==> config.mk <==
export PLATFORM = sky130hd
export DESIGN_NAME = nand_phase_bridge
export DESIGN_NICKNAME = d
export VERILOG_FILES = /design/src/rtl/nbp_pkg.sv /design/src/rtl/nbp_rdy_sync.sv /design/src/rtl/nbp_addr_decode.sv /design/src/rtl/nbp_bus_seq.sv /design/src/rtl/nand_phase_bridge.sv
export SDC_FILE = /design/constraint.sdc
export NUM_CORES = 1
export LEC_CHECK = 0
export BUFFER_PORTS_ARGS = -buffer_cell sky130_fd_sc_hd__buf_2
export CORE_MARGIN = 4
export CORE_UTILIZATION = 52
export DETAILED_ROUTE_END_ITERATION = 10
export PLACE_DENSITY = 0.8
export SYNTH_ARGS = -nofsm -noshare
export SYNTH_HDL_FRONTEND = slang
export SYNTH_SLANG_ARGS = --single-unit
==> constraint.sdc <==
create_clock -name clk -period 2.8 [get_ports clk]
set_clock_uncertainty 0.2 [all_clocks]
set_input_delay 0 -clock clk [delete_from_list [all_inputs] [get_ports clk]]
set_output_delay 0 -clock clk [all_outputs]
set_load 0.01 [all_outputs]
==> src/rtl/nbp_pkg.sv <==
package nbp_pkg;

   typedef enum logic [2:0] {
      ST_IDLE  = 3'd0,
      ST_SETUP = 3'd1,
      ST_LOW   = 3'd2,
      ST_HOLD  = 3'd3,
      ST_DONE  = 3'd4
   } seq_state_e;

   // Index of the last byte cycle for a host transfer size
   function automatic logic [1:0] last_byte_of(input logic [1:0] sz);
      case (sz)
         2'd0:    last_byte_of = 2'd0;
         2'd1:    last_byte_of = 2'd1;
         default: last_byte_of = 2'd3;
      endcase
   endfunction

endpackage

==> src/rtl/nbp_rdy_sync.sv <==
module nbp_rdy_sync #(
   parameter int NUM_RB = 2,
   parameter int STAGES = 2
) (
   input  logic              clk,
   input  logic              rst_n,
   input  logic [NUM_RB-1:0] rdy_in,
   output logic              rdy_sync
);

   logic [STAGES-1:0] stage_q;

   generate
      if (STAGES < 2) begin : g_bad_stages
         $error("nbp_rdy_sync: STAGES must be at least 2");
      end
      for (genvar s = 0; s < STAGES; s++) begin : g_stage
         if (s == 0) begin : g_first
            always_ff @(posedge clk) begin
               if (!rst_n) stage_q[0] <= 1'b0;
               else        stage_q[0] <= &rdy_in;
            end
         end else begin : g_next
            always_ff @(posedge clk) begin
               if (!rst_n) stage_q[s] <= 1'b0;
               else        stage_q[s] <= stage_q[s-1];
            end
         end
      end
   endgenerate

   assign rdy_sync = stage_q[STAGES-1];


   rdy_lat_chk: assert property (@(posedge clk) disable iff (!rst_n)
      ($past(rst_n) && $past(rst_n, 2)) |-> (rdy_sync == &$past(rdy_in, 2)));

endmodule

==> src/rtl/nbp_addr_decode.sv <==
module nbp_addr_decode #(
   parameter int ADDR_W  = 16,
   parameter int NUM_CS  = 4,
   parameter int CS_W    = 2,
   parameter int ALE_BIT = 3,
   parameter int CLE_BIT = 4,
   parameter int SEC_BIT = 5,
   parameter bit SEC_EN  = 1'b1
) (
   input  logic [ADDR_W-1:0] addr,
   output logic              reg_hit,
   output logic              reg_status,
   output logic              cle,
   output logic              ale,
   output logic              sec,
   output logic [CS_W-1:0]   cs_idx
);

   localparam int REG_BIT  = ADDR_W - 1;
   localparam int CS_TOP   = ADDR_W - 2;
   localparam int PHASE_LIM = ADDR_W - 1 - CS_W;

   generate
      if (CLE_BIT == ALE_BIT || (SEC_EN && (SEC_BIT == ALE_BIT || SEC_BIT == CLE_BIT))) begin : g_bad_overlap
         $error("nbp_addr_decode: phase and die bits must differ");
      end
      if (ALE_BIT < 2 || CLE_BIT < 2 || ALE_BIT >= PHASE_LIM || CLE_BIT >= PHASE_LIM) begin : g_bad_phase
         $error("nbp_addr_decode: phase bits out of range");
      end
      if (SEC_EN && (SEC_BIT < 2 || SEC_BIT >= PHASE_LIM)) begin : g_bad_sec
         $error("nbp_addr_decode: die bit out of range");
      end
   endgenerate

   assign reg_hit    = addr[REG_BIT];
   assign reg_status = addr[2];
   // command wins when both phase bits are set
   assign cle        = addr[CLE_BIT];
   assign ale        = addr[ALE_BIT] & ~addr[CLE_BIT];

   generate
      if (SEC_EN) begin : g_sec
         assign sec = addr[SEC_BIT];
      end else begin : g_nosec
         assign sec = 1'b0;
      end
      if (NUM_CS > 1) begin : g_multi_cs
         assign cs_idx = addr[CS_TOP -: CS_W];
      end else begin : g_single_cs
         assign cs_idx = '0;
      end
   endgenerate

endmodule

==> src/rtl/nbp_bus_seq.sv <==
module nbp_bus_seq
   import nbp_pkg::*;
#(
   parameter int NUM_CS    = 4,
   parameter int CS_W      = 2,
   parameter int SETUP_CYC = 1,
   parameter int LOW_CYC   = 2,
   parameter int HOLD_CYC  = 1
) (
   input  logic              clk,
   input  logic              rst_n,
   input  logic              start_flash,
   input  logic              start_other,
   input  logic [31:0]       other_rdata,
   input  logic              wr,
   input  logic [1:0]        size,
   input  logic [31:0]       wdata,
   input  logic              cle_in,
   input  logic              ale_in,
   input  logic              sec_in,
   input  logic [CS_W-1:0]   cs_in,
   input  logic [7:0]        dq_i,
   output logic              idle,
   output logic              busy,
   output logic              done,
   output logic [31:0]       rdata,
   output logic [NUM_CS-1:0] ce_n,
   output logic              ce2_n,
   output logic              cle,
   output logic              ale,
   output logic              we_n,
   output logic              re_n,
   output logic [7:0]        dq_o,
   output logic              dq_oe
);

   localparam int MAX_AB = (SETUP_CYC > LOW_CYC) ? SETUP_CYC : LOW_CYC;
   localparam int MAX_C  = (MAX_AB > HOLD_CYC) ? MAX_AB : HOLD_CYC;
   localparam int CNT_W  = $clog2(MAX_C + 1);
   localparam logic [CNT_W-1:0] SETUP_LAST = CNT_W'(SETUP_CYC - 1);
   localparam logic [CNT_W-1:0] LOW_LAST   = CNT_W'(LOW_CYC - 1);
   localparam logic [CNT_W-1:0] HOLD_LAST  = CNT_W'(HOLD_CYC - 1);

   generate
      if (SETUP_CYC < 1 || LOW_CYC < 1 || HOLD_CYC < 1) begin : g_bad_timing
         $error("nbp_bus_seq: every strobe phase needs at least one cycle");
      end
   endgenerate

   seq_state_e        state_q;
   logic [CNT_W-1:0]  cnt_q;
   logic [1:0]        byte_q;
   logic [1:0]        last_q;
   logic              wr_q;
   logic              cle_q;
   logic              ale_q;
   logic              sec_q;
   logic [CS_W-1:0]   cs_q;
   logic [31:0]       wdata_q;
   logic [31:0]       rdata_q;
   logic              active;

   always_ff @(posedge clk) begin
      if (!rst_n) begin
         state_q <= ST_IDLE;
         cnt_q   <= '0;
         byte_q  <= '0;
         last_q  <= '0;
         wr_q    <= 1'b0;
         cle_q   <= 1'b0;
         ale_q   <= 1'b0;
         sec_q   <= 1'b0;
         cs_q    <= '0;
         wdata_q <= '0;
         rdata_q <= '0;
      end else begin
         case (state_q)
            ST_IDLE: begin
               if (start_flash) begin
                  state_q <= ST_SETUP;
                  cnt_q   <= '0;
                  byte_q  <= '0;
                  last_q  <= last_byte_of(size);
                  wr_q    <= wr;
                  cle_q   <= cle_in;
                  ale_q   <= ale_in;
                  sec_q   <= sec_in;
                  cs_q    <= cs_in;
                  wdata_q <= wdata;
                  rdata_q <= '0;
               end else if (start_other) begin
                  state_q <= ST_DONE;
                  rdata_q <= other_rdata;
               end
            end
            ST_SETUP: begin
               if (cnt_q == SETUP_LAST) begin
                  cnt_q   <= '0;
                  state_q <= ST_LOW;
               end else begin
                  cnt_q <= cnt_q + 1'b1;
               end
            end
            ST_LOW: begin
               if (cnt_q == LOW_LAST) begin
                  cnt_q   <= '0;
                  state_q <= ST_HOLD;
                  if (!wr_q) rdata_q[{byte_q, 3'b000} +: 8] <= dq_i;
               end else begin
                  cnt_q <= cnt_q + 1'b1;
               end
            end
            ST_HOLD: begin
               if (cnt_q == HOLD_LAST) begin
                  cnt_q <= '0;
                  if (byte_q == last_q) begin
                     state_q <= ST_DONE;
                  end else begin
                     byte_q  <= byte_q + 1'b1;
                     state_q <= ST_SETUP;
                  end
               end else begin
                  cnt_q <= cnt_q + 1'b1;
               end
            end
            ST_DONE: state_q <= ST_IDLE;
            default: state_q <= ST_IDLE;
         endcase
      end
   end

   assign active = (state_q == ST_SETUP) || (state_q == ST_LOW) || (state_q == ST_HOLD);
   assign idle   = (state_q == ST_IDLE);
   assign busy   = active;
   assign done   = (state_q == ST_DONE);
   assign rdata  = rdata_q;
   assign cle    = active & cle_q;
   assign ale    = active & ale_q;
   assign we_n   = ~((state_q == ST_LOW) & wr_q);
   assign re_n   = ~((state_q == ST_LOW) & ~wr_q);
   assign dq_o   = wdata_q[{byte_q, 3'b000} +: 8];
   assign dq_oe  = active & wr_q;
   assign ce2_n  = ~(active & sec_q);

   generate
      for (genvar i = 0; i < NUM_CS; i++) begin : g_ce
         assign ce_n[i] = ~(active & ~sec_q & (cs_q == CS_W'(i)));
      end
   endgenerate


   done_pulse_chk: assert property (@(posedge clk) disable iff (!rst_n)
      done |=> !done);

endmodule

==> src/rtl/nand_phase_bridge.sv <==
module nand_phase_bridge #(
   parameter int ADDR_W    = 16,
   parameter int NUM_CS    = 4,
   parameter int NUM_RB    = 2,
   parameter int ALE_BIT   = 3,
   parameter int CLE_BIT   = 4,
   parameter int SEC_BIT   = 5,
   parameter bit SEC_EN    = 1'b1,
   parameter int SETUP_CYC = 1,
   parameter int LOW_CYC   = 2,
   parameter int HOLD_CYC  = 1
) (
   input  logic              clk,
   input  logic              rst_n,
   input  logic              host_req,
   input  logic              host_wr,
   input  logic [ADDR_W-1:0] host_addr,
   input  logic [1:0]        host_size,
   input  logic [31:0]       host_wdata,
   output logic              host_wait,
   output logic              host_done,
   output logic [31:0]       host_rdata,
   output logic [NUM_CS-1:0] nand_ce_n,
   output logic              nand_ce2_n,
   output logic              nand_cle,
   output logic              nand_ale,
   output logic              nand_we_n,
   output logic              nand_re_n,
   output logic [7:0]        nand_dq_o,
   output logic              nand_dq_oe,
   input  logic [7:0]        nand_dq_i,
   input  logic [NUM_RB-1:0] nand_rdy
);

   localparam int CS_W = (NUM_CS > 1) ? $clog2(NUM_CS) : 1;

   generate
      if (NUM_CS < 1 || NUM_CS > 16 || (NUM_CS & (NUM_CS - 1)) != 0) begin : g_bad_cs
         $error("nand_phase_bridge: NUM_CS must be a power of two up to 16");
      end
      if (NUM_RB < 1) begin : g_bad_rb
         $error("nand_phase_bridge: NUM_RB must be at least 1");
      end
      if (ADDR_W < 8 + CS_W || ADDR_W > 32) begin : g_bad_addr
         $error("nand_phase_bridge: ADDR_W out of range");
      end
   endgenerate

   logic              reg_hit, reg_status, dec_cle, dec_ale, dec_sec;
   logic [CS_W-1:0]   dec_cs;
   logic              seq_idle;
   logic              rdy_s;
   logic [NUM_CS-1:0] nand_en_q;
   logic              accept, start_flash, start_other;
   logic [31:0]       reg_rdata, other_rdata;

   nbp_addr_decode #(
      .ADDR_W (ADDR_W), .NUM_CS (NUM_CS), .CS_W (CS_W),
      .ALE_BIT(ALE_BIT), .CLE_BIT(CLE_BIT), .SEC_BIT(SEC_BIT), .SEC_EN(SEC_EN)
   ) u_dec (
      .addr      (host_addr),
      .reg_hit   (reg_hit),
      .reg_status(reg_status),
      .cle       (dec_cle),
      .ale       (dec_ale),
      .sec       (dec_sec),
      .cs_idx    (dec_cs)
   );

   nbp_rdy_sync #(.NUM_RB(NUM_RB), .STAGES(2)) u_rdy (
      .clk     (clk),
      .rst_n   (rst_n),
      .rdy_in  (nand_rdy),
      .rdy_sync(rdy_s)
   );

   assign accept      = host_req & seq_idle;
   assign start_flash = accept & ~reg_hit & nand_en_q[dec_cs];
   assign start_other = accept & ~start_flash;
   assign reg_rdata   = reg_status ? {31'b0, rdy_s} : {{(32-NUM_CS){1'b0}}, nand_en_q};
   assign other_rdata = reg_hit ? reg_rdata : 32'b0;

   always_ff @(posedge clk) begin
      if (!rst_n) begin
         nand_en_q <= '0;
      end else if (accept & reg_hit & host_wr & ~reg_status) begin
         nand_en_q <= host_wdata[NUM_CS-1:0];
      end
   end

   nbp_bus_seq #(
      .NUM_CS(NUM_CS), .CS_W(CS_W),
      .SETUP_CYC(SETUP_CYC), .LOW_CYC(LOW_CYC), .HOLD_CYC(HOLD_CYC)
   ) u_seq (
      .clk        (clk),
      .rst_n      (rst_n),
      .start_flash(start_flash),
      .start_other(start_other),
      .other_rdata(other_rdata),
      .wr         (host_wr),
      .size       (host_size),
      .wdata      (host_wdata),
      .cle_in     (dec_cle),
      .ale_in     (dec_ale),
      .sec_in     (dec_sec),
      .cs_in      (dec_cs),
      .dq_i       (nand_dq_i),
      .idle       (seq_idle),
      .busy       (host_wait),
      .done       (host_done),
      .rdata      (host_rdata),
      .ce_n       (nand_ce_n),
      .ce2_n      (nand_ce2_n),
      .cle        (nand_cle),
      .ale        (nand_ale),
      .we_n       (nand_we_n),
      .re_n       (nand_re_n),
      .dq_o       (nand_dq_o),
      .dq_oe      (nand_dq_oe)
   );


   cle_ale_excl_chk: assert property (@(posedge clk) disable iff (!rst_n)
      !(nand_cle && nand_ale));


   strobe_excl_chk: assert property (@(posedge clk) disable iff (!rst_n)
      !(!nand_we_n && !nand_re_n));


   ce_onehot_chk: assert property (@(posedge clk) disable iff (!rst_n)
      $onehot0(~{nand_ce2_n, nand_ce_n}));


   phase_stable_chk: assert property (@(posedge clk) disable iff (!rst_n)
      (host_wait && $past(host_wait)) |-> $stable({nand_ce_n, nand_ce2_n, nand_cle, nand_ale}));


   wait_done_excl_chk: assert property (@(posedge clk) disable iff (!rst_n)
      !(host_wait && host_done));


   strobe_sel_chk: assert property (@(posedge clk) disable iff (!rst_n)
      (!nand_we_n || !nand_re_n) |-> !(&{nand_ce2_n, nand_ce_n}));


   disabled_done_chk: assert property (@(posedge clk) disable iff (!rst_n)
      start_other |=> (host_done && !host_wait));

endmodule

==> results.txt, run 1 <==
Per report_power, the combinational group accounts for 10.1% of the total. In this run the most critical hold path is launched from host_req. Routability-driven placement finished with a final weighted congestion of 0.792. Cells with a size suffix above 1 make up 25.9% of the layout. Synthesis produced a netlist with a net count of 490.

The post-synthesis xor/xnor area fraction works out to 0.663%. In the synthesized netlist the dominant register cell turns out to be dfxtp_1. nand2_1 is the most common cell in the netlist. The worst pin sits at a relative slew slack of 53.6%. Master of the slowest instance on the critical path: dlygate4sd3_1. For the pin with the worst max-slew slack, the measured transition is 0.696 ns. The critical path arrival is 2.66 ns, and the total number of nets in the final design is 643. The global routing usage on met2 was 46.9%.

The tools report the capture instance of the worst register-to-register path as u_seq.wdata_q[30]. The worst hold path cell count is 4, and the number of routed nets with antenna violations is 0. The run gives 3,936 as the number of global-route vias before repair. By count the netlist is led by 104 x nand2_1, 85 x dfxtp_1, 51 x mux2i_1. The final route contains 3,779 vias. In this run the static leakage power is 2.16 nW. The path with the worst hold slack has its endpoint at nand_en_q[2].

The worst setup path is captured at a register. CTS root buffer: clkbuf_8. Max-cap violation count: 0. By area, the combinational part of the netlist is dominated by simple AND/OR/NAND/NOR gates. Input and output buffers added on the ports amount to 106. Of all nets on the critical path, the largest fanout is 40.

The die is 95.3 um tall. The worst register-to-register path has a depth of 6. Clock-pin slew was measured on the worst setup and hold paths at 0.09 ns.

STA puts the critical path data required time at 2.88 ns. Summing the areas of all fa, ha and maj instances in the mapped netlist gives 2.52% of the synthesized area. The clock network is responsible for 36.3% of the overall power. The setup TNS came out at 0 ns. In the final routed layout, each cell accounts on average for 17.2 um. The tree built by TritonCTS fans out to 85 sinks.

The tools report the met1 routing resource usage after global routing as 31.8%. The pin count of the biggest net entering global routing was 78; the detail-routed via count per cell was 5.61. For this run, the number of Yosys warnings is 0. In this run the cell area of the synthesized design comes to 3970 um2. TritonCTS built the clock tree. After synthesis, the share of flip-flops with an asynchronous set or reset is 0%. The startpoint identified for the worst register-to-register timing path is u_seq.state_q[0]. TritonCTS created 9 clock buffers. The initial utilization of the core area, before any placement, comes to 54.1%. The worst setup path is launched from a register.

The aggregate global-route resource usage is 27.1%, and the starting DRC count in detailed routing is 203. At the end of the flow the core is filled with cells to 72.5%. After global routing the overflow that remains totals 0.

The logs give 5 for the first-pass iteration count of the detailed router and 42.9% for the sequential-to-total area share from yosys stat. The area of the core was 7330 um2; the largest vdd supply drop was 392 uV. The run gives 19,000 um as the global-route wire length before repair.

Across all register-to-register paths, the minimum setup slack is 0.22 ns. For this design the total switching power over the nets is 0.559 mW. Setup repair after global routing left no endpoint under its margin.

The final critical-path share of the clock period is 92.1%. The routed wire length is 11,600 um. The count of distinct cell types in the synthesized netlist was 55. The flow ran to the end, and the final reports show no timing, DRC or antenna violations.

By area the synthesized netlist is led by dfxtp_1 43%, mux2i_1 13%, nand2_1 9.8%. The repair_antennas step left the layout with diodes totalling 0. Detailed placement ended at an HPWL of 7090 um. The signal on the critical path passes through buf_4 -> nor3_2 -> and2_2 -> buf_12 -> mux2i_1 -> dlygate4sd3_1. After synthesis, the mean cell area works out to 9.49 um2. The H-tree was split into 3 levels.

Summing the areas of all and, or, nand and nor instances in the mapped netlist gives 19.2% of the synthesized area. Total count of hold-check failures in the final report: 0. The number of register bits inferred by synthesis was 85. In this run, flip-flops and latches consume 53.5% of the power. The post-synthesis mux area share was 18.3%; the total of endpoints with negative setup slack in the final report was 0. For this run, global-route usage on met3 was measured as 6.95%. The worst setup path is of the register to register kind. The remaining design rule violation count came out at 0.

The worst path in the final design needs a cycle of 2.58 ns, including I/O delays and setup. The min-delay analysis places its worst path in the category input pin to register. The number of enable-type register cells in the synthesized netlist works out to 0. Of all cell types, the one taking the most synthesized area is dfxtp_1. The width of the die was 95.3 um; the die area was 9090 um2. The synthesized design devotes to its leading area cell type 42.9% of total area. The clock passes through at most 2 buffers.

The number of rows created at floorplan was 31; the layout overhead on the synthesized area was 34.0%. For the clock latency on the worst-skew pair, the log shows 0.35 ns. Based on the critical path, the design can be clocked at up to 388 MHz.

The logs give 0 for the count of pins over their slew limit and 0 for the number of antenna violations at the first check in global routing. For this design the top-level I/O count stands at 116. For this design the ratio of total power to cell area is 432 nW/um2. The global routing stage identified its most utilized layer as met2.

The switching power as a share of total power was 24.4%; the synthesized-area fraction occupied by ao, oa, aoi and oai cells was 12.1%. Synthesis handed over a netlist of 418 instances. The internal power is 1.74 mW, and the maximum single-stage delay on the critical path is 0.61 ns.
[cells in the final DEF, fill, tap and decap left out, types with 3 or more instances in the layout]
cell           Yosys  routed
buf_4              1       5
or2_2              3       3
o21ai_0            6       6
mux2i_1           51      51
mux4_2             8       8
nand4_1            4       4
a211oi_1           6       6
ha_1               8       8
a22o_1            17      17
inv_1              7       7
mux2_2             3       3
a32oi_1            4       4
dlygate4sd3_1      0      59
nand2_1          104     104
clkbuf_8           0       9
a21oi_1           14      14
dfxtp_1           85      85
clkinv_2           0       3
or3_1              3       3
buf_2              9     106
nor2_1            15      15
and2_1             5       4
[cells by family after synthesis]
group / count (synthesis)
simple gates: 159
xor+xnor: 3
flops: 85
mux: 62
compound gates: 64
buf+inv: 37
fa+ha+maj: 8
[state kept, by name, summed over array words and instances (netlist names)]
signal / flops
u_seq.state_q: 3
u_seq.sec_q: 1
u_seq.wr_q: 1
u_rdy.rdy_sync: 1
u_seq.cle_q: 1
u_seq.last_q: 2
u_seq.cs_q: 2
u_rdy.stage_q: 1
u_seq.cnt_q: 2
u_seq.wdata_q: 32
u_seq.byte_q: 2
u_seq.rdata: 32
nand_en_q: 4
u_seq.ale_q: 1
[area by class of cell]
| class | instances | area, um2 |
|---|---|---|
| well taps | 99 | 124 |
| clock inverters | 5 | 52.6 |
| clock buffers | 10 | 128 |
| multi-input cells | 296 | 2100 |
| flip-flops and latches | 85 | 1700 |
| repair buffers | 171 | 1180 |
| fillers | 513 | 2020 |
| inverters | 8 | 30.0 |
[worst max-delay path by stage]
| stage | endpoint | startpoint | cells past startpoint | slack [ns] |
|---|---|---|---|---|
| 3_5_place_dp | u_seq.rdata[16] | u_seq.byte_q[0] | 6 | 0.51 |
| 6_report | u_seq.wdata_q[30] | u_seq.state_q[0] | 6 | 0.22 |
| 3_3_place_gp | u_seq.rdata[13] | u_seq.byte_q[0] | 6 | 0.59 |
| 5_1_grt | u_seq.wdata_q[30] | u_seq.state_q[0] | 6 | 0.11 |
| 2_1_floorplan | u_seq.rdata[10] | u_seq.byte_q[1] | 9 | 0.39 |
| 4_1_cts | u_seq.wdata_q[6] | u_seq.state_q[0] | 6 | 0.21 |
[stage by stage]
stage	total power [mW]	hold slack [ns]	instance area (um2)	instances	setup slack [ns]
floorplan	1.34	-0.0744	3970	418	0.392
global placement	1.41	0.0474	4540	600	0.589
detailed placement	1.42	0.0549	4540	600	0.514
CTS	2.29	0.0643	5310	674	0.211
global route	2.37	0.106	5320	674	0.109
finish	2.30	0.0776	5320	674	0.221
[power by group through the flow]
stage / clock (mW) / sequential (mW) / combinational (mW)
3_5_place_dp: 0 / 1.26 / 0.160
4_1_cts: 0.838 / 1.23 / 0.220
2_1_floorplan: 0 / 1.25 / 0.0896
3_3_place_gp: 0 / 1.26 / 0.156
6_report: 0.834 / 1.23 / 0.233
5_1_grt: 0.883 / 1.23 / 0.253
[critical path, delay by kind of cell, from the launching register on]
kind / cells / cell delay (ns)
buffers and inverters: 3 / 1.08
flip-flops: 1 / 0.37
multiplexers: 1 / 0.27
AND/OR/NAND/NOR: 2 / 0.57
[what timing repair did]
| item | 4_1_cts | 5_1_grt |
|---|---|---|
| hold buffers | 59 | 0 |
| endpoints found under the hold margin | 77 | 0 |
| resized for setup | 0 | 1 |
| setup buffers | 0 | 0 |
| endpoints found under the setup margin | 0 | 2 |
[layer usage]
layer  wire, um  vias up
met5          0        -
met1       4730     1782
met3        860       35
li1           -     1783
met2       5670      179
met4        358        0
No activity file was read; power rests on OpenSTA's default activity.
==> inputs of run 2 (changes only) <==
ABC_AREA = 1   (was default)
CORE_UTILIZATION = 53   (was 52)
SYNTH_HIERARCHICAL = 1   (was default)
clock period = 2.86 ns   (was 2.8 ns; I/O delays follow)
==> results.txt, run 2 <==
The longest clock path from root to sink contains 2 buffers. Cell type with the largest total area after synthesis: dfxtp_1. The routed wire length is 12,900 um, and the number of global-route vias before repair is 4,715. Ranked by total cell area, the synthesized netlist is headed by dfxtp_1 37%, nand2_1 16%, nor2_1 9.5%. Measured along the x axis, the die boundary spans 101 um. The worst register-to-register path has a setup slack of 0.19 ns. STA classifies the critical path endpoint as a register. STA puts the critical path data required time at 2.89 ns.

For this design the static power due to leakage is 2.87 nW. The total number of nets in the final design is 958, and the finished layout cell area is 5950 um2. Among all flip-flop cells after synthesis, the most frequent one is dfxtp_1. In this run the vertical extent of the chip is 101 um.

After global routing the overflow that remains totals 0. The antenna diode instance count was 0. Counting the buffers created by CTS gives 9. IR analysis of the VDD net gives a maximum drop of 432 uV. The critical path arrival came out at 2.70 ns. In this run switching power makes up 47.6% of total power.

The synthesized area per cell is 6.39 um2, and the logic depth of the worst register-to-register path is 12. The tools report the internal power as 2.72 mW. The tools report the number of antenna violations at the first check in global routing as 0. The estimated wirelength of the detail-placed design was 8120 um. Element type at the critical path start: a register. The count of buffers added on input and output ports is 106. Sequential cells were found to cover 37.5% of the synthesized design area. The max-cap violation count is 0, and the number of enable-type register cells in the synthesized netlist is 0.

From synthesis to final layout, the design area changed by 30.9%. Shortest clock period the worst path allows after layout: 2.67 ns. Yosys instantiated no cell more often than nand2_1. The H-tree depth is 3. The tools report the total count of hold-check failures in the final report as 0. Using the TritonRoute via totals, the vias-per-cell ratio works out to 5.04. The remaining design rule violation count was 0; the count of distinct cell types in the synthesized netlist was 28. In this run the tightest slew margin relative to its limit is 57.1%. Final hold analysis gives a worst-case slack of 0.214 ns. The count of pins over their slew limit is 0. The final route contains 5,022 vias. The fraction of layout instances using a drive strength above 1 came out at 16.8%. The category of the critical setup timing path was register to register.

The clock drives 85 sinks. Summed over its instances, the top area cell type makes up 37.5% of the synthesized netlist area. Synthesis produced 711 cells.

In this run the cell area of the synthesized design comes to 4540 um2. The aggregate global-route resource usage was 25.4%; the yosys synthesis warning count was 6. The slew at the pin closest to its max-slew limit is 0.643 ns, and the peak clock frequency supported by timing is 375 MHz. Setup repair after global routing left no endpoint under its margin. TritonCTS built the clock tree. In the layout the commonest cells are 195 x nand2_1, 115 x nor2_1, 106 x buf_2.

The startpoint identified for the worst hold timing path is u_rdy/stage_q[0]. Of all nets on the critical path, the largest fanout is 20. The run gives 8260 um2 as the area of the core. The power per cell area was 874 nW/um2; the first-pass iteration count of the detailed router was 5. The worst hold path terminates at u_rdy/rdy_sync. The worst register-to-register path ends at u_seq/last_q[0].

After synthesis, the most frequently instantiated cells are 195 x nand2_1, 115 x nor2_1, 85 x dfxtp_1. The flow ran to the end, and the final reports show no timing, DRC or antenna violations. The initial utilization of the core area, before any placement, comes to 55.0%.

The net switching power figure is 2.47 mW, and the final weighted congestion of routability-driven global placement is 0.877. The fraction of registers with async set/reset was 0%; the clock latency on the worst-skew pair was 0.36 ns. The die covers 10,100 um2. Combinational logic is responsible for 53.9% of the overall power. The logs give 0 for the total of endpoints with negative setup slack in the final report and 331 for the starting DRC count in detailed routing.

Leaving out fill and tap cells, the most frequent cell in the layout is nand2_1. The clock-pin slew of the registers on the worst-case setup and hold paths is 0.10 ns, and the placed instance area is 5110 um2. The first global-routing pass estimated 20,900 um of wire. After synthesis the netlist holds a flip-flop and latch count of 85. Adding up every negative setup slack in the final design gives 0 ns. After floorplanning, the core was divided into 33 placement rows.

The final critical-path share of the clock period came out at 93.2%. The footprint of the multi-input gates is 2390 um2. Summing all flip-flop and latch instances after layout gives 1700 um2. During I/O placement, the number of pins put on the boundary was 116. Counting instances, the worst hold path has a depth of 2. The tools report the layout filler cell count as 636.

The pin count of the biggest net entering global routing is 49. The count of nets left with antenna violations once routing finished came out at 0. The design draws 5.20 mW. The tightest min-delay check is of the register to register type. The clock network burns 16.1% of the power. In this run the critical register-to-register path is launched from u_seq/state_q[1]. The tools report the fraction of power consumed by sequential logic as 30.1%. The CTS root buffer was clkbuf_8. Post-detailed-route wirelength per cell: 12.9 um.
[run 2: cell types whose count changed in the layout (fill, tap and decap cells not counted), moves of 28 or more]
cell     change
nor2_1     +100
nand2_1     +91
inv_1       +69
o21ai_0     +52
mux2i_1     -51
nand3_1     +46
a21oi_1     +31
conb_1      +28
[run 2: worst max path at each step]
stage	from	to	slack (ns)	cells past startpoint
after global placement	u_seq/byte_q[1]	u_seq/rdata[21]	0.49	8
after CTS	u_seq/state_q[1]	u_seq/wdata_q[27]	0.02	12
after floorplan	u_seq/byte_q[0]	u_seq/rdata[4]	0.68	9
final	u_seq/state_q[1]	u_seq/last_q[0]	0.19	12
after global routing	u_seq/state_q[1]	u_seq/last_q[0]	0.007	12
after detailed placement	u_seq/state_q[1]	u_seq/rdata[31]	0.43	12
[run 2: stage by stage]
| step | setup slack, ns | utilization, % | std cells |
|---|---|---|---|
| 2_1_floorplan | 0.680 | - | 738 |
| 3_3_place_gp | 0.493 | 61.8 | 916 |
| 3_5_place_dp | 0.432 | 61.8 | 916 |
| 4_1_cts | 0.0169 | 72.0 | 997 |
| 5_1_grt | 0.00682 | 72.0 | 996 |
| 6_report | 0.193 | 72.0 | 996 |
[run 2: routing by layer]
metal	vias up	share of wire, %	GRT usage [%]
met1	2227	40	28.9
li1	2548	-	-
met5	-	0	0
met2	209	51	46.2
met4	0	2.7	9.64
met3	38	6.7	5.12
[run 2: repair_timing]
action                                  CTS  global route
setup buffers                             0             0
gates resized for setup                   0             4
hold buffers                             65             0
endpoints found under the setup margin    0             7
endpoints found under the hold margin    82             0
[run 2: critical path, cell delays in order, from the launching register on]
cell and delay (ns):
dfxtp_1 0.34, inv_2 0.08, nand2_1 0.12, nor2_4 0.20
nand2_2 0.14, nor2_1 0.12, nand3_1 0.11, inv_1 0.12
nand2_2 0.11, buf_4 0.22, nor3_1 0.15, dlygate4sd3_1 0.58
a211oi_1 0.04
[run 2: cell type report]
type	instances	share of cell area [%]
inverters	83	5.32
clock buffers	9	2.08
multi-input cells	531	40.2
flip-flops and latches	85	28.6
well taps	105	2.21
repair buffers	176	20.5
clock inverters	7	1.09
[run 2: power groups by stage]
stage          Combinational [mW]  Sequential, mW  Clock [mW]
6_report                     2.80            1.56       0.836
5_1_grt                      3.19            1.59       0.891
4_1_cts                      2.75            1.56       0.846
3_5_place_dp                 2.66            1.59           0
3_3_place_gp                 2.59            1.58           0
2_1_floorplan                2.07            1.66           0
[run 2: cells by family (layout without fill, tap and decap cells)]
kind of cell | after synthesis | count (layout) | synth area share (%)
DFF | 85 | 85 | 37.5
and+or+nand+nor | 379 | 379 | 34.8
adders and majority gates | 8 | 8 | 2.20
buffers and inverters | 122 | 275 | 12.3
other | 1 | 28 | 0.0825
AOI/OAI and AO/OA | 116 | 116 | 13.2
==> inputs of run 3 (changes only) <==
BUFFER_PORTS_ARGS = default   (was -buffer_cell sky130_fd_sc_hd__buf_2)
CORE_UTILIZATION = 54   (was 53)
DONT_BUFFER_PORTS = 1   (was default)
PLACE_DENSITY = 0.69   (was 0.8)
==> results.txt, run 3 (synthesized netlist as in run 2, its figures left out) <==
Global routing used 24.9% of the available tracks. In this design, the stage delay of the slowest critical-path cell is 0.58 ns. The number of placed instances with taps included came out at 810.

Shortest clock period the worst path allows after layout: 2.58 ns. The run gives 64 as the number of hold buffers added after CTS. The run gives 0 as the count of pins over their slew limit. The first global-routing pass estimated 20,300 um of wire.

The largest fanout of any net on the critical path is 4, and the slew at the pin closest to its max-slew limit is 0.618 ns. TritonCTS built the clock tree. Data arrives at the worst endpoint at 2.64 ns. From bottom edge to top edge, the die measures 99.7 um. The pin count of the biggest net entering global routing was 51. The core region is 8220 um2.

The tools report the peak clock frequency supported by timing as 387 MHz. For the minimum setup slack among reg-to-reg paths, the log shows 0.28 ns. The worst setup path is launched from a register.

The remaining design rule violation count was 0. The tools report the type of element capturing the critical path as a register. After the first detailed-routing iteration, the DRC count stood at 191. Final critical-path share of the clock period: 90.3%.

After detailed routing, the average wire length per cell comes to 13.6 um. The H-tree depth was 3. The critical path is of the register to register type. The layout overhead on the synthesized area is 19.6%, and the layout filler cell count is 726. The internal power came out at 2.63 mW.

The power per cell area was 921 nW/um2. The number of buffers and inverters on the critical path is 3. Post-CTS repair changed the size of 0 cells.

For this run the aggregate overflow at the end of global routing stands at 0. The number of antenna violations at the first check in global routing was 0. Switching power as a share of total power: 47.4%.

Setup total negative slack on the finished layout was measured at 0 ns. The portion of total power attributed to combinational logic is 48.9%, and the final weighted congestion of routability-driven global placement is 0.868. The die is 99.7 um wide. 116 I/O pins were placed.

The clock latency on the worst-skew pair was 0.36 ns. The leakage power is 2.40 nW. The area taken by flip-flops and latches was 1700 um2; the maximum number of buffers from clock root to sink was 2. Summing all multi-input logic gate instances after layout gives 2390 um2. After clock tree synthesis, the clock-pin slew on the worst setup and hold paths is 0.10 ns. The antenna diode instance count is 0. The tools report the CTS root buffer as clkbuf_8.

The master of the slowest instance on the critical path is dlygate4sd3_1. The run gives 33.2% as the fraction of power consumed by sequential logic. The flow ran to the end, and the final reports show no timing, DRC or antenna violations.

The library cell used most frequently in the layout, excluding fill and tap cells, is nand2_1. For the critical path required time, the log shows 2.92 ns. The tools report the total number of clock tree sinks as 85. IR analysis of the VDD net gives a maximum drop of 399 uV.

The detail route stage leaves a number of antenna-violating nets equal to 0. The design draws 5.00 mW. The floorplan has 33 rows.

For this block, the via count after detailed routing is 4,544. The number of global-route vias before repair is 4,434. The kind of cell with the highest combined delay along the critical path is buffers and inverters.

Prior to clock tree synthesis, the placed netlist has a worst setup slack of 0.641 ns. Measured against its own limit, the worst slew margin works out to 58.7%. The total of endpoints with negative setup slack in the final report came out at 0. After layout, the worst setup slack is 0.279 ns. The floorplan step defined a die boundary enclosing 9950 um2. In this run the tool buffered the top-level ports with 0 buffer cells. Fraction of the core area covered by cells at the end of the flow: 66.1%. The estimated wirelength of the detail-placed design came out at 7820 um. Setup repair after global routing left no endpoint under its margin. The detail-routed via count per cell is 5.11, and the max-cap violation count is 0. The initial utilization of the core area, before any placement, comes to 55.3%. For this run, the post-layout net count is 852.

The critical path goes through inv_2 -> nand2_1 -> nor2_2 -> nand2_2 -> nor2_2 -> nand3b_1 -> dlygate4sd3_1 -> nand2_1 -> nor2_1 -> dlygate4sd3_1. The number of buffers inserted by post-CTS setup repair came out at 0. Cells with a size suffix above 1 make up 5.73% of the layout. For this run, the number of standard cells in the final layout without fillers is 890. In this run, CTS created clock tree buffers numbering 9. The final layout contains routed wiring with a total length of 12,100 um.

For the total count of hold-check failures in the final report, the log shows 0. The analysis attributes to net switching a power of 2.37 mW. The first TritonRoute pass finished after 5 iterations. The clock network accounts for 17.8% of the total power. The library cells used most frequently in the layout, excluding fill and tap cells, are 195 x nand2_1, 115 x nor2_1, 85 x dfxtp_1. The path class of the tightest hold or removal check is input pin to register.
-- run 3: cell types whose count changed in the layout (fill, tap and decap cells not counted), sizes merged --
cell,delta
buf,-105
inv,-3
clkinvlp,+2
bufinv,+1
dlygate4sd3,-1
-- run 3: cell type report --
class	instances	area share [%]
Multi-Input combinational cell	531	43.9
Sequential cell	85	31.3
Timing Repair Buffer	70	12.8
Inverter	83	5.74
Tap cell	105	2.42
Clock buffer	9	2.28
Clock inverter	7	1.50
-- run 3: through the flow --
step / hold WS (ns) / cell area, um2
final: 0.0991 / 5430
after floorplan: -0.102 / 4640
after detailed placement: -0.0925 / 4580
after global routing: 0.144 / 5430
after global placement: -0.0952 / 4580
after CTS: 0.0854 / 5430
-- run 3: routing by layer --
metal  share of wire (%)  wire [um]  GRT usage (%)  vias up
met3                 6.6        792           5.96       29
li1                    -          -              -     2322
met5                   0          0              0        -
met1                  40       4840           28.5     2048
met4                 2.6        315           10.2        0
met2                  51       6130           44.1      145
-- run 3: power by group through the flow --
stage / logic (mW) / clock network [mW] / registers [mW]
detailed placement: 2.32 / 0 / 1.70
global placement: 2.27 / 0 / 1.69
floorplan: 2.07 / 0 / 1.66
CTS: 2.43 / 0.905 / 1.67
finish: 2.45 / 0.893 / 1.66
global route: 2.86 / 0.955 / 1.69
-- run 3: path summary, 6_finish.rpt --
check / start / to / cells past startpoint
max: u_seq/state_q[1] / nand_en_q[1] / 10
min: host_addr[15] / u_seq/rdata[3] / 8
max reg2reg: u_seq/state_q[1] / nand_en_q[1] / 10
min reg2reg: u_seq/wdata_q[10] / u_seq/wdata_q[10] / 2
-- run 3: worst reg2reg max path: stages (launching register included) --
cell and delay, ns:
dfxtp_1 0.34, inv_2 0.08, nand2_1 0.10, nor2_2 0.14, nand2_2 0.11, nor2_2 0.17, nand3b_1 0.12, dlygate4sd3_1 0.58
nand2_1 0.06, nor2_1 0.04, dlygate4sd3_1 0.53
